## src/rtl/mn_pkg.sv

```systemverilog
package mn_pkg;

  localparam int unsigned MN_SRC_DEF = 4;
  localparam int unsigned MN_M_W_DEF = 9;
  localparam int unsigned MN_N_W_DEF = 20;

  typedef enum logic {
    ST_IDLE = 1'b0,
    ST_RUN  = 1'b1
  } run_state_e;

  // Legal when m is non-zero, n is at least 2 and n is at least twice m.
  function automatic logic ratio_ok(input logic [31:0] m, input logic [31:0] n);
    return (m != 32'd0) && (n >= 32'd2) && (n >= {m[30:0], 1'b0});
  endfunction

endpackage

```

## src/rtl/mn_ctrl_reg.sv

```systemverilog
module mn_ctrl_reg #(
  parameter int unsigned REG_W = 32
) (
  input  logic             clk,
  input  logic             rst_n,
  input  logic             wr_en,
  input  logic [REG_W-1:0] wr_data,
  output logic [REG_W-1:0] ctrl_q
);

  always_ff @(posedge clk or negedge rst_n) begin
    if (!rst_n)     ctrl_q <= '0;
    else if (wr_en) ctrl_q <= wr_data;
  end

  // a write is visible on the next cycle
  p_readback_r2: assert property (@(posedge clk) disable iff (!rst_n)
    ($past(rst_n) && $past(wr_en)) |-> (ctrl_q == $past(wr_data)));

endmodule

```

## src/rtl/mn_cfg_decode.sv

```systemverilog
module mn_cfg_decode #(
  parameter int unsigned SEL_W = 2,
  parameter int unsigned M_W   = 9,
  parameter int unsigned N_W   = 20,
  localparam int unsigned REG_W = SEL_W + 1 + M_W + N_W
) (
  input  logic [REG_W-1:0] word,
  output logic [SEL_W-1:0] sel,
  output logic             en,
  output logic [M_W-1:0]   m,
  output logic [N_W-1:0]   n,
  output logic             ok
);

  assign n   = word[N_W-1:0];
  assign m   = word[N_W +: M_W];
  assign en  = word[N_W + M_W];
  assign sel = word[REG_W-1 -: SEL_W];
  assign ok  = mn_pkg::ratio_ok(32'(m), 32'(n));

endmodule

```

## src/rtl/mn_src_pick.sv

```systemverilog
module mn_src_pick #(
  parameter int unsigned NUM_SRC = 4,
  localparam int unsigned SEL_W = $clog2(NUM_SRC)
) (
  input  logic [NUM_SRC-1:0] src_tick,
  input  logic [SEL_W-1:0]   sel,
  output logic               tick
);

  logic [NUM_SRC-1:0] hit;

  for (genvar i = 0; i < NUM_SRC; i++) begin : g_hit
    assign hit[i] = src_tick[i] && (sel == SEL_W'(i));
  end

  assign tick = |hit;

endmodule

```

## src/rtl/mn_phase_acc.sv

```systemverilog
module mn_phase_acc #(
  parameter int unsigned M_W = 9,
  parameter int unsigned N_W = 20
) (
  input  logic           clk,
  input  logic           rst_n,
  input  logic           clr,
  input  logic           adv,
  input  logic [M_W-1:0] m,
  input  logic [N_W-1:0] n,
  output logic [N_W-1:0] acc_q,
  output logic           out_q,
  output logic           fall_evt
);

  logic [N_W:0] sum;
  logic [N_W:0] diff;
  logic         wrap;

  assign sum      = {1'b0, acc_q} + {{(N_W - M_W){1'b0}}, m, 1'b0};
  assign diff     = sum - {1'b0, n};
  assign wrap     = (sum >= {1'b0, n});
  assign fall_evt = adv && out_q && wrap;

  always_ff @(posedge clk or negedge rst_n) begin
    if (!rst_n) begin
      acc_q <= '0;
      out_q <= 1'b0;
    end else if (clr) begin
      acc_q <= '0;
      out_q <= 1'b0;
    end else if (adv) begin
      if (wrap) begin
        acc_q <= diff[N_W-1:0];
        out_q <= ~out_q;
      end else begin
        acc_q <= sum[N_W-1:0];
      end
    end
  end

  // without clear or advance the phase does not move
  p_hold_phase_r4: assert property (@(posedge clk) disable iff (!rst_n)
    (!clr && !adv) |=> ($stable(acc_q) && $stable(out_q)));

endmodule

```

## src/rtl/mn_frac_clkdiv.sv

```systemverilog
module mn_frac_clkdiv #(
  parameter int unsigned NUM_SRC = mn_pkg::MN_SRC_DEF,
  parameter int unsigned M_W     = mn_pkg::MN_M_W_DEF,
  parameter int unsigned N_W     = mn_pkg::MN_N_W_DEF,
  localparam int unsigned SEL_W  = $clog2(NUM_SRC),
  localparam int unsigned REG_W  = SEL_W + 1 + M_W + N_W
) (
  input  logic               clk,
  input  logic               rst_n,
  input  logic [NUM_SRC-1:0] src_tick,
  input  logic               wr_en,
  input  logic [REG_W-1:0]   wr_data,
  output logic [REG_W-1:0]   rd_data,
  output logic               clk_o
);

  import mn_pkg::*;

  logic [REG_W-1:0] ctrl_q;
  logic [SEL_W-1:0] cfg_sel;
  logic             cfg_en;
  logic [M_W-1:0]   cfg_m;
  logic [N_W-1:0]   cfg_n;
  logic             cfg_ok;

  run_state_e       state_q;
  logic [SEL_W-1:0] act_sel;
  logic [M_W-1:0]   act_m;
  logic [N_W-1:0]   act_n;

  logic             tick;
  logic             adv;
  logic             clr;
  logic             pending;
  logic             stop_now;
  logic             fall_evt;
  logic [N_W-1:0]   acc_q;
  logic             out_q;

  mn_ctrl_reg #(.REG_W(REG_W)) u_reg (
    .clk     (clk),
    .rst_n   (rst_n),
    .wr_en   (wr_en),
    .wr_data (wr_data),
    .ctrl_q  (ctrl_q)
  );

  mn_cfg_decode #(.SEL_W(SEL_W), .M_W(M_W), .N_W(N_W)) u_dec (
    .word (ctrl_q),
    .sel  (cfg_sel),
    .en   (cfg_en),
    .m    (cfg_m),
    .n    (cfg_n),
    .ok   (cfg_ok)
  );

  mn_src_pick #(.NUM_SRC(NUM_SRC)) u_pick (
    .src_tick (src_tick),
    .sel      (act_sel),
    .tick     (tick)
  );

  assign pending  = !cfg_en || (cfg_sel != act_sel) || (cfg_m != act_m) || (cfg_n != act_n);
  assign stop_now = (state_q == ST_RUN) && !cfg_en && !out_q;
  assign adv      = (state_q == ST_RUN) && tick;
  assign clr      = (state_q == ST_IDLE) || stop_now || (fall_evt && pending);

  mn_phase_acc #(.M_W(M_W), .N_W(N_W)) u_acc (
    .clk      (clk),
    .rst_n    (rst_n),
    .clr      (clr),
    .adv      (adv),
    .m        (act_m),
    .n        (act_n),
    .acc_q    (acc_q),
    .out_q    (out_q),
    .fall_evt (fall_evt)
  );

  always_ff @(posedge clk or negedge rst_n) begin
    if (!rst_n) begin
      state_q <= ST_IDLE;
      act_sel <= '0;
      act_m   <= '0;
      act_n   <= '0;
    end else if ((state_q == ST_IDLE) || (fall_evt && pending)) begin
      act_sel <= cfg_sel;
      act_m   <= cfg_m;
      act_n   <= cfg_n;
      state_q <= (cfg_en && cfg_ok) ? ST_RUN : ST_IDLE;
    end else if (stop_now) begin
      state_q <= ST_IDLE;
    end
  end

  assign rd_data = ctrl_q;
  assign clk_o   = out_q;

  // stopped generator drives low
  p_idle_low_r8: assert property (@(posedge clk) disable iff (!rst_n)
    (state_q == ST_IDLE) |-> !clk_o);

  // only legal ratios ever run
  p_run_legal_r7: assert property (@(posedge clk) disable iff (!rst_n)
    (state_q == ST_RUN) |-> ratio_ok(32'(act_m), 32'(act_n)));

  // accumulator stays below N while running
  p_acc_below_n_r4: assert property (@(posedge clk) disable iff (!rst_n)
    (state_q == ST_RUN) |-> (acc_q < act_n));

  // no selected tick, no output change
  p_no_tick_hold_r6: assert property (@(posedge clk) disable iff (!rst_n)
    ((state_q == ST_RUN) && !tick) |=> $stable(clk_o));

  // active ratio is frozen through a high phase
  p_cfg_frozen_high_r9: assert property (@(posedge clk) disable iff (!rst_n)
    ((state_q == ST_RUN) && clk_o) |=>
      (!clk_o || ($stable(act_m) && $stable(act_n) && $stable(act_sel))));

endmodule

```

## config.mk

```make
export PLATFORM = sky130hd
export DESIGN_NAME = mn_frac_clkdiv
export DESIGN_NICKNAME = d
export VERILOG_FILES = /design/src/rtl/mn_pkg.sv /design/src/rtl/mn_ctrl_reg.sv /design/src/rtl/mn_cfg_decode.sv /design/src/rtl/mn_src_pick.sv /design/src/rtl/mn_phase_acc.sv /design/src/rtl/mn_frac_clkdiv.sv
export SDC_FILE = /design/constraint.sdc
export NUM_CORES = 1
export LEC_CHECK = 0
export CAP_MARGIN = 0
export CORE_MARGIN = 3
export CORE_UTILIZATION = 55
export DETAILED_ROUTE_END_ITERATION = 8
export PLACE_DENSITY = 0.8
export SYNTH_ARGS = -nofsm -noshare
export SYNTH_HDL_FRONTEND = slang
export SYNTH_SLANG_ARGS = --single-unit
```

## constraint.sdc

```tcl
create_clock -name clk -period 10.96 [get_ports clk]
set_clock_uncertainty 0.1 [all_clocks]
set_input_delay 3.288 -clock clk [delete_from_list [all_inputs] [get_ports clk]]
set_output_delay 3.288 -clock clk [all_outputs]
set_load 0.01 [all_outputs]
```

== After elaboration in Yosys (flattened, before gate mapping) ==
Index checks and enable logic that the tools add are counted.
Cells by class
  $add $sub $neg: 2
  order comparisons: 3
  equality and inequality tests: 6
  mux-type cells: 9
  bitwise logic cells: 2
  reductions and logical operators: 28
Operators with widths (count)
  2-to-1 mux 20 bit: 3
  adder 20 x 10 -> 21 bit: 1
  greater-or-equal comparator 21 x 20 -> 1 bit: 1
  greater-or-equal comparator 20 x 10 -> 1 bit: 1
  greater-or-equal comparator 20 x 2 -> 1 bit (second input constant): 1
  != test 20 bit: 1
  subtractor 20 bit: 1
  logical AND 1 bit: 13
  != test 9 bit: 1
  nonzero test 9 bit: 1
  logical OR 1 bit: 6
  2-to-1 mux 1 bit: 6
  nonzero test 2 bit: 3
  equality test 2 bit (second input constant): 2
  OR reduction 4 bit: 1
  equality test 2 x 1 -> 1 bit (second input constant): 1
  zero test 1 bit: 2
  zero test 2 bit: 1
  != test 2 bit: 1
  inverter 1 bit: 2
  AND reduction 2 bit: 1
Word-level totals
  register bits: 85
  input bits: 39
  word-level logic and storage cells: 57

== Depth between registers and ports, before layout ==
Gate-level depths: netlist of run 1.
  depth after elaboration: 10
  mapped depth: 20

== Modules after synthesis ==
A second synthesis of run 1 with hierarchy kept.
Unflattened totals
  cells, all modules: 723
  area, all modules: 6734.0 sq um
Modules (own cells, without submodules)
  mn_phase_acc: times used 1, cells each 317, area each 2628.8 sq um, sequential area each 525.5 sq um
  mn_frac_clkdiv: times used 1, cells each 260, area each 2187.1 sq um, sequential area each 800.8 sq um
  mn_ctrl_reg: times used 1, cells each 68, area each 1345.0 sq um, sequential area each 800.8 sq um
  mn_cfg_decode: times used 1, cells each 77, area each 550.5 sq um, sequential area each 0.0 sq um
  mn_src_pick: times used 1, cells each 1, area each 22.5 sq um, sequential area each 0.0 sq um

== Worst setup path before layout of run 1 ==
OpenSTA, ideal clock, no wires.
  path kind: input -> register
  from: input src_tick[1]
  to: register act_m[0]
  library setup time: 0.125 ns
  arrival: 4.547 ns
  setup slack: 6.188 ns
  stages: 7
  path buffers: 2
  cells stage by stage: mux2_2 -> o211a_1 -> clkbuf_1 -> nand3_2 -> nand2_4 -> buf_6 -> mux2_4
On the way
  cells in the longest elaborated chain, start to end: 7
RTL lines
  start, declared: line mn_frac_clkdiv.sv:10  | input logic [NUM_SRC-1:0] src_tick,
  logical AND 1 bit: line mn_src_pick.sv:13  | assign hit[i] = src_tick[i] && (sel == SEL_W'(i));
  OR reduction 4 bit: line mn_src_pick.sv:16  | assign tick = |hit;
  logical AND 1 bit: line mn_frac_clkdiv.sv:65  | assign adv = (state_q == ST_RUN) && tick;
  logical AND 1 bit (2 in a row): line mn_phase_acc.sv:23  | assign fall_evt = adv && out_q && wrap;
  logical AND 1 bit: line mn_frac_clkdiv.sv:86  | end else if ((state_q == ST_IDLE) || (fall_evt && pending)) begin
  logical OR 1 bit: line mn_frac_clkdiv.sv:86
  end signal, assigned: line mn_frac_clkdiv.sv:88  | act_m <= cfg_m;
  end, declared: line mn_frac_clkdiv.sv:28  | logic [M_W-1:0] act_m;
Every way passes these cells.
A chain may end at the register's enable or synchronous reset.

== Worst setup path in the final report of run 1 ==
  from: input src_tick[3]
  to: register act_m[8]
Same word-level chain as after synthesis.

==> flow_summary.rst, run 1 <==
.. list-table::
   :header-rows: 1

   * - Metric
     - Value
   * - Status
     - finished, final reports clean
   * - Number of clock sinks
     - 85
   * - Setup repair after global routing missed its margin
     - false
   * - Share of synthesized flip-flops with an asynchronous set or reset
     - 100%
   * - Fraction of layout cells with a size suffix above 1
     - 13.1%
   * - Clock edge transition at the registers on the reported setup and hold paths
     - 0.09 ns
   * - Transition time at the pin with the least slew margin
     - 1.07 ns
   * - I/O pin cnt
     - 72
   * - Hold depth
     - 2
   * - Clock buffer count from CTS
     - 9
   * - Number of flops mapped to enable cells by yosys
     - 0
   * - Leading cell types by total area after synthesis
     - sky130_fd_sc_hd__dfrtp_1 37%, sky130_fd_sc_hd__ha_1 8.3%, sky130_fd_sc_hd__xnor2_1 8.1%, sky130_fd_sc_hd__mux2_4 7.3%, sky130_fd_sc_hd__mux2_2 5.1%
   * - Initial antenna violation count
     - 0
   * - Endpoint, Worst Hold
     - u_acc.acc_q[0]
   * - Length of the first detailed-routing pass in iterations
     - 5
   * - Slew HR
     - 28.7%
   * - Die Outline Area
     - 11700 µm²
   * - Fill cells
     - 752
   * - Warnings, synthesis
     - 0
   * - GPL Wtd Cong
     - 0.879
   * - Maximum number of pins on one net before global-route repair
     - 86
   * - Fraction of the yosys area taken by sequential cells
     - 37.0%
   * - Hold WC Path Type
     - reg2reg
   * - Switching share of power
     - 41.2%
   * - Highest routing layer actually used
     - met4
   * - Die boundary width
     - 108 µm
   * - Die height
     - 108 µm
   * - FF+latch area
     - 2130 µm²
   * - Worst EP required
     - 11.11 ns
   * - Worst skew pair latency
     - 0.37 ns
   * - Delay of the slowest cell on the worst path
     - 0.48 ns
   * - Cell type with the largest total area after synthesis
     - sky130_fd_sc_hd__dfrtp_1
   * - Portion of total power attributed to combinational logic
     - 52.3%
   * - Highest-count cells in the layout ignoring fill and taps
     - 85 x sky130_fd_sc_hd__dfrtp_1, 70 x sky130_fd_sc_hd__clkdlybuf4s50_1, 53 x sky130_fd_sc_hd__xnor2_1, 42 x sky130_fd_sc_hd__nor2_1, 38 x sky130_fd_sc_hd__ha_1
   * - Layout Area Growth over Synthesis
     - 17.3%
   * - Synthesized Nets
     - 641
   * - Post-synthesis average cell area
     - 10.2 µm²
   * - HP Start
     - u_acc.acc_q[0]
   * - Setup CP Type
     - in2reg
   * - Launch point of the worst reg-to-reg path
     - act_m[0]
   * - Path depth of the worst reg2reg path
     - 18
   * - Element type at the critical path end
     - register
   * - Metal1 wirelength
     - 6160 µm
   * - Power share of the sequential group
     - 31.9%
   * - Reg-to-reg critical path endpoint
     - act_m[8]
   * - Area of combinational cells with multiple inputs
     - 3390 µm²
   * - Maximum VDD drop
     - 0.000116 V
   * - Global-route wire length before repair
     - 22600 µm
   * - Proportion of power drawn by the clock network
     - 15.8%
   * - Post-cts repair resize count
     - 0
   * - Distinct cell type count after synthesis
     - 56
   * - Share of the clock period used by the worst path after layout
     - 48.4%
   * - Initial Util
     - 57.8%
   * - All-layer global routing usage
     - 24.7%
   * - Clock root buffer
     - sky130_fd_sc_hd__clkbuf_8
   * - IO Port Bufs
     - 71
   * - Leading cell type in the layout, fill and taps excluded
     - sky130_fd_sc_hd__dfrtp_1
   * - Power density cells
     - 212 nW/µm²
   * - Average wire per cell in the routed design
     - 17.6 µm
   * - Post-DR vias/cell
     - 5.83
   * - Static leakage
     - 2.95 nW
   * - Multiplexer share of the synthesized area
     - 15.4%
   * - Number of antenna diodes
     - 0
   * - Area share of xor/xnor cells in the synthesized design
     - 9.59%
   * - DR vias
     - 4468
   * - Max Fanout on Critical Path
     - 36
   * - CTS H-tree lvls
     - 3
   * - Startpoint kind of the worst setup timing path
     - primary input
   * - Initial DRC count
     - 227
   * - Count of nets left with antenna violations after detail routing
     - 0
   * - Leading register cell type out of synthesis
     - sky130_fd_sc_hd__dfrtp_1
   * - Setup violations, final
     - 0
   * - Flop2flop setup slack
     - 5.80 ns
   * - Final core area utilization
     - 67.8%
   * - CP top delay family
     - buffers and inverters
   * - Total congestion overflow
     - 0
   * - Vias in the first global route
     - 4640
   * - Core region area
     - 9950 µm²
   * - Number of setup buffers added after CTS
     - 0
   * - Final Hold Fails
     - 0
   * - Gate Count Post-Synth
     - 562
   * - Combined buffer and inverter count along the critical path
     - 2
   * - Final non-filler cell area
     - 6750 µm²
   * - Design internal power
     - 843 µW
   * - Area after DPL
     - 6550 µm²
   * - Net switching power figure
     - 591 µW
   * - Ordered cell list for the critical path
     - clkdlybuf4s50_1 > mux2i_1 > nand2_1 > o211a_1 > buf_4 > nand3_2 > nand2_4 > mux2_2
   * - Total negative slack
     - 0 ns
   * - Main combinational cell family by area after synthesis
     - multiplexers
   * - Amount of wire on met3 after detailed routing
     - 616 µm
   * - Total half-perimeter wirelength after legalization and detailed placement
     - 10300 µm
   * - Flip-flop and latch count after synthesis
     - 85
   * - Post-synthesis simple-gate area fraction
     - 11.1%
   * - Routed WL
     - 13500 µm
   * - Netlist area before placement
     - 5750 µm²
   * - Net total in the final layout
     - 708
   * - Row count
     - 36
   * - Length of routed met2 wiring
     - 6350 µm
   * - Final Critical Period
     - 5.30 ns
   * - Post-route DRC
     - 0
   * - Final max-slew violation count
     - 0
   * - TritonCTS clock tree
     - built
   * - Adder and majority cell fraction of the synthesized area
     - 8.96%
   * - Portion of synthesized cell area occupied by the leading cell type
     - 37.0%
   * - Slowest stage cell on the critical path
     - sky130_fd_sc_hd__nand2_4
   * - WP data arrival
     - 5.45 ns
   * - Maximum clock rate
     - 0.189 GHz
   * - Synth Area in Compound Gates
     - 13.9%
   * - Max-cap check violation count
     - 0
   * - Maximum count of clock buffers along a single path
     - 2
   * - Hold-fix buffers, CTS
     - 0
flip-flops by register name, indices dropped and copies added, names as in the netlist:
| register | flops |
|---|---|
| u_acc.acc_q | 20 |
| act_sel | 2 |
| u_reg.ctrl_q | 32 |
| act_n | 20 |
| state_q | 1 |
| u_acc.out_q | 1 |
| act_m | 9 |
final cells by class:
| type | instances | area share (%) |
|---|---|---|
| clock inverter | 7 | 1.11 |
| sequential | 85 | 31.5 |
| inverter | 35 | 1.95 |
| multi-input combinational | 424 | 50.3 |
| clock buffer | 9 | 1.84 |
| timing repair buffer | 74 | 10.8 |
| tap | 133 | 2.47 |
Yosys cell counts (6+ instances only):
cell	n
sky130_fd_sc_hd__nand2b_1	7
sky130_fd_sc_hd__mux2_4	28
sky130_fd_sc_hd__xor2_1	10
sky130_fd_sc_hd__clkbuf_1	9
sky130_fd_sc_hd__nor4_1	7
sky130_fd_sc_hd__inv_1	35
sky130_fd_sc_hd__xnor2_1	53
sky130_fd_sc_hd__a21o_1	6
sky130_fd_sc_hd__mux2_2	26
sky130_fd_sc_hd__a21oi_1	22
sky130_fd_sc_hd__dfrtp_1	85
sky130_fd_sc_hd__o21ai_0	30
sky130_fd_sc_hd__nand2_1	33
sky130_fd_sc_hd__a211oi_1	22
sky130_fd_sc_hd__nand4_1	10
sky130_fd_sc_hd__mux2i_1	17
sky130_fd_sc_hd__nor2_1	42
sky130_fd_sc_hd__nand3_1	9
sky130_fd_sc_hd__ha_1	38
per-layer routing:
metal,up-vias,GRT usage (%)
li1,2155,-
met2,117,39.6
met1,2161,33.0
met5,-,0
met3,35,4.30
met4,0,10.7
power groups by stage:
stage	sequential, mW	combinational (mW)	clock (mW)
2_1_floorplan	0.440	0.577	0
4_1_cts	0.457	0.745	0.228
6_report	0.458	0.750	0.226
3_3_place_gp	0.458	0.709	0
3_5_place_dp	0.463	0.735	0
5_1_grt	0.469	0.826	0.240
worst register-to-register path: stages (launching register included):
cell                        delay, ns
sky130_fd_sc_hd__dfrtp_1         0.43
sky130_fd_sc_hd__ha_1            0.28
sky130_fd_sc_hd__fa_1            0.44
sky130_fd_sc_hd__a211oi_1        0.26
sky130_fd_sc_hd__nor2_1          0.11
sky130_fd_sc_hd__a2bb2oi_1       0.18
sky130_fd_sc_hd__a221o_1         0.45
sky130_fd_sc_hd__and4_1          0.28
sky130_fd_sc_hd__xor2_1          0.15
sky130_fd_sc_hd__ha_1            0.33
sky130_fd_sc_hd__and3_1          0.23
sky130_fd_sc_hd__and4_1          0.29
sky130_fd_sc_hd__nand4_1         0.13
sky130_fd_sc_hd__nand2_1         0.09
sky130_fd_sc_hd__a211oi_1        0.05
sky130_fd_sc_hd__o21ai_2         0.21
sky130_fd_sc_hd__nand3_2         0.13
sky130_fd_sc_hd__nand2_4         0.48
sky130_fd_sc_hd__mux2_2          0.43
worst max-delay path by stage:
| stage | start | endpoint | slack, ns | cells past startpoint |
|---|---|---|---|---|
| 6_report | src_tick[3] | act_m[8] | 5.66 | 8 |
| 5_1_grt | act_m[0] | act_m[8] | 5.53 | 18 |
| 4_1_cts | src_tick[3] | act_m[8] | 5.66 | 8 |
| 3_5_place_dp | src_tick[3] | act_m[8] | 5.28 | 8 |
| 3_3_place_gp | src_tick[3] | act_m[8] | 5.36 | 8 |
| 2_1_floorplan | src_tick[1] | act_m[0] | 6.19 | 7 |
per-stage QoR:
step	power, mW	cells	setup WS [ns]	hold WS (ns)
global placement	1.17	751	5.36	0.408
finish	1.43	767	5.66	0.440
CTS	1.43	767	5.66	0.440
floorplan	1.02	562	6.19	0.397
detailed placement	1.20	751	5.28	0.429
global route	1.54	767	5.53	0.478
cells by family (layout without fill, tap and decap cells):
logic type	after synthesis	after routing
flip-flops	85	85
AND/OR/NAND/NOR	132	132
multiplexers	71	71
buffers and inverters	53	125
adder cells (fa/ha/maj)	40	40
AO/OA/AOI/OAI	118	118
XOR/XNOR	63	63
Power figures use the tool's default switching activity.
==> run 2, diff against run 1 <==
--- a/config.mk
+++ b/config.mk
@@ -7,9 +7,9 @@
 export LEC_CHECK = 0
 export CAP_MARGIN = 0
 export CORE_MARGIN = 3
-export CORE_UTILIZATION = 55
+export CORE_UTILIZATION = 51
 export DETAILED_ROUTE_END_ITERATION = 8
-export PLACE_DENSITY = 0.8
+export PLACE_DENSITY = 0.78
 export SYNTH_ARGS = -nofsm -noshare
 export SYNTH_HDL_FRONTEND = slang
 export SYNTH_SLANG_ARGS = --single-unit
==> constraint.sdc (replaced) <==
create_clock -name clk -period 4.6 [get_ports clk]
set_clock_uncertainty 0.1 [all_clocks]
set_input_delay 1.38 -clock clk [delete_from_list [all_inputs] [get_ports clk]]
set_output_delay 1.38 -clock clk [all_outputs]
set_load 0.01 [all_outputs]
==> flow_summary.rst, run 2 (synthesized netlist as in run 1, its figures left out) <==
.. list-table::
   :header-rows: 1

   * - Metric
     - Value
   * - HP Start
     - u_acc.acc_q[0]
   * - Max Fanout on Critical Path
     - 7 (-81%)
   * - Hold WC Path Type
     - reg2reg
   * - Number of clock sinks
     - 85 (unchanged)
   * - DR vias
     - 4736 (+6.0%)
   * - Layout Area Growth over Synthesis
     - 25.1%
   * - Average wire per cell in the routed design
     - 18.5 µm (+4.8%)
   * - Number of antenna diodes
     - 0 (unchanged)
   * - I/O pin cnt
     - 72 (unchanged)
   * - Clock root buffer
     - sky130_fd_sc_hd__clkbuf_16
   * - Slowest stage cell on the critical path
     - sky130_fd_sc_hd__dfrtp_1
   * - Launch point of the worst reg-to-reg path
     - act_m[0]
   * - Final Hold Fails
     - 0 (unchanged)
   * - Length of the first detailed-routing pass in iterations
     - 4 (-1)
   * - Launching element of the worst setup path
     - act_m[0]
   * - CTS H-tree lvls
     - 3 (unchanged)
   * - Highest-count cells in the layout ignoring fill and taps
     - 84 x sky130_fd_sc_hd__dfrtp_1, 70 x sky130_fd_sc_hd__clkdlybuf4s50_1, 53 x sky130_fd_sc_hd__xnor2_1, 41 x sky130_fd_sc_hd__nor2_1, 36 x sky130_fd_sc_hd__ha_1
   * - Maximum VDD drop
     - 0.000293 V (+150%)
   * - Slew HR
     - 28.1% (-0.65 points)
   * - Final max-slew violation count
     - 0 (unchanged)
   * - Net total in the final layout
     - 735 (+3.8%)
   * - Global-route wire length before repair
     - 24000 µm (+6.4%)
   * - Endpoint, Worst Hold
     - u_acc.acc_q[0]
   * - Worst skew pair latency
     - 0.35 ns (-0.02 ns)
   * - Post-Place Setup Slack
     - 0.00832 ns (-5.27 ns)
   * - WP data arrival
     - 4.55 ns (-0.90 ns)
   * - Final core area utilization
     - 65.8% (-2.0 points)
   * - Die Outline Area
     - 12600 µm² (+7.4%)
   * - IO Port Bufs
     - 71 (unchanged)
   * - Transition time at the pin with the least slew margin
     - 1.08 ns (+0.00977 ns)
   * - Ordered cell list for the critical path
     - ha_4 > fa_2 > a211oi_2 > nor2_2 > a2bb2oi_1 > a221o_1 > and4_4 > xor2_1 > ha_1 > and3_4 > and4_4 > nand4_1 > nand2_1 > a211oi_2 > o21ai_2 > nand3_2 > nand2_4 > clkbuf_16 > mux2_4
   * - All-layer global routing usage
     - 23.6% (-1.1 points)
   * - Final WS setup
     - 0.182 ns (-5.48 ns)
   * - Combined buffer and inverter count along the critical path
     - 1 (-1)
   * - Maximum number of pins on one net before global-route repair
     - 86 (unchanged)
   * - Vias in the first global route
     - 4811 (+3.7%)
   * - Reg-to-reg critical path endpoint
     - act_n[8]
   * - Die height
     - 112 µm (+3.6%)
   * - Leading cell type in the layout, fill and taps excluded
     - sky130_fd_sc_hd__dfrtp_1
   * - Post-route DRC
     - 0 (unchanged)
   * - Share of the clock period used by the worst path after layout
     - 96.1%
   * - Delay of the slowest cell on the worst path
     - 0.42 ns (-0.06 ns)
   * - Clock buffer count from CTS
     - 9 (unchanged)
   * - Setup violations, final
     - 0 (unchanged)
   * - Hold depth
     - 2 (unchanged)
   * - Flop2flop setup slack
     - 0.18 ns (-5.62 ns)
   * - Count of nets left with antenna violations after detail routing
     - 0 (unchanged)
   * - Power density cells
     - 536 nW/µm² (+150%)
   * - Setup CP Type
     - reg2reg
   * - Number of flip-flops under the largest register name
     - 32 (unchanged)
   * - Max-cap check violation count
     - 0 (unchanged)
   * - Total congestion overflow
     - 0 (unchanged)
   * - Largest register by flop count
     - u_reg.ctrl_q
   * - Row count
     - 38 (+5.6%)
   * - Die boundary width
     - 112 µm (+3.6%)
   * - Initial antenna violation count
     - 0 (unchanged)
   * - Initial Util
     - 52.6% (-5.2 points)
   * - Registers with the most flip-flops
     - u_reg.ctrl_q x32, act_n x20, u_acc.acc_q x20
   * - Initial DRC count
     - 184 (-19%)
   * - Core region area
     - 10900 µm² (+9.9%)
   * - Status
     - finished, final reports clean
   * - Final Critical Period
     - 4.42 ns
   * - Element type at the critical path end
     - register
   * - Routed WL
     - 14800 µm (+9.4%)
   * - Path depth of the worst reg2reg path
     - 19 (+1)
   * - Maximum clock rate
     - 0.226 GHz
   * - Post-DR vias/cell
     - 5.91 (+1.5%)
   * - Fraction of layout cells with a size suffix above 1
     - 18.5% (+5.4 points)
   * - Static leakage
     - 3.17 nW (+7.3%)
   * - Total half-perimeter wirelength after legalization and detailed placement
     - 10600 µm (+3.1%)
   * - Clock edge transition at the registers on the reported setup and hold paths
     - 0.06 ns (-0.03 ns)
   * - TritonCTS clock tree
     - built
   * - Maximum count of clock buffers along a single path
     - 2 (unchanged)
   * - Startpoint kind of the worst setup timing path
     - register
   * - GPL Wtd Cong
     - 0.856 (-2.7%)
   * - Worst EP required
     - 4.73 ns (-6.38 ns)
   * - CP top delay family
     - simple AND/OR/NAND/NOR gates
[run 2: final cells by class]
cell class                 count  area, µm²
fill                         842       3740
clock inverter                 4       77.6
multi-input combinational    425       3470
inverter                      35        131
sequential                    85       2130
timing repair buffer         100        963
tap                          140        175
clock buffer                  12        256
[run 2: worst max path at each step]
stage                     end  slack, ns  cells past startpoint
finish               act_n[8]       0.18                     19
global route         act_n[8]      -0.03                     19
CTS                 act_n[10]       0.01                     19
detailed placement  act_n[10]      0.008                     19
global placement    act_n[14]       0.04                     19
floorplan            act_m[0]       0.15                     20
[run 2: metal layers]
layer	global-route usage (%)	routed length, µm	up-vias
li1	-	-	2226
met1	30.8	6410	2343
met2	39.7	7410	136
met3	3.13	545	31
met4	9.94	450	0
met5	0	0	-
[run 2: where the power goes]
part	leakage, nW	switching [mW]	internal, mW	total, mW
Clock	0.164	0.316	0.510	0.826
Combinational	1.96	0.970	0.963	1.93
Sequential	1.05	0.203	0.894	1.10
[run 2: tightest hold or removal path, stage by stage (launching register included)]
cell                      delay, ns
sky130_fd_sc_hd__dfrtp_1       0.39
sky130_fd_sc_hd__nand2_1       0.06
sky130_fd_sc_hd__a21oi_1       0.05
[run 2: what timing repair did]
item,in CTS,in global routing
setup buffers,1,9
hold buffers,0,0
gates resized for setup,0,18
cloned,0,2
pin swaps,2,9
setup endpoints to repair,27,52
hold endpoints to repair,0,0
[run 2: stage by stage]
stage	setup TNS [ns]	hold WS (ns)	cells	total power [mW]	cell area, µm²
after floorplan	0	0.397	562	2.42	5750
after global placement	0	0.406	773	2.84	6680
after detailed placement	0	0.427	773	2.91	6680
after CTS	0	0.436	790	3.75	7030
after global routing	-0.289	0.465	801	4.11	7200
final	0	0.442	801	3.86	7200
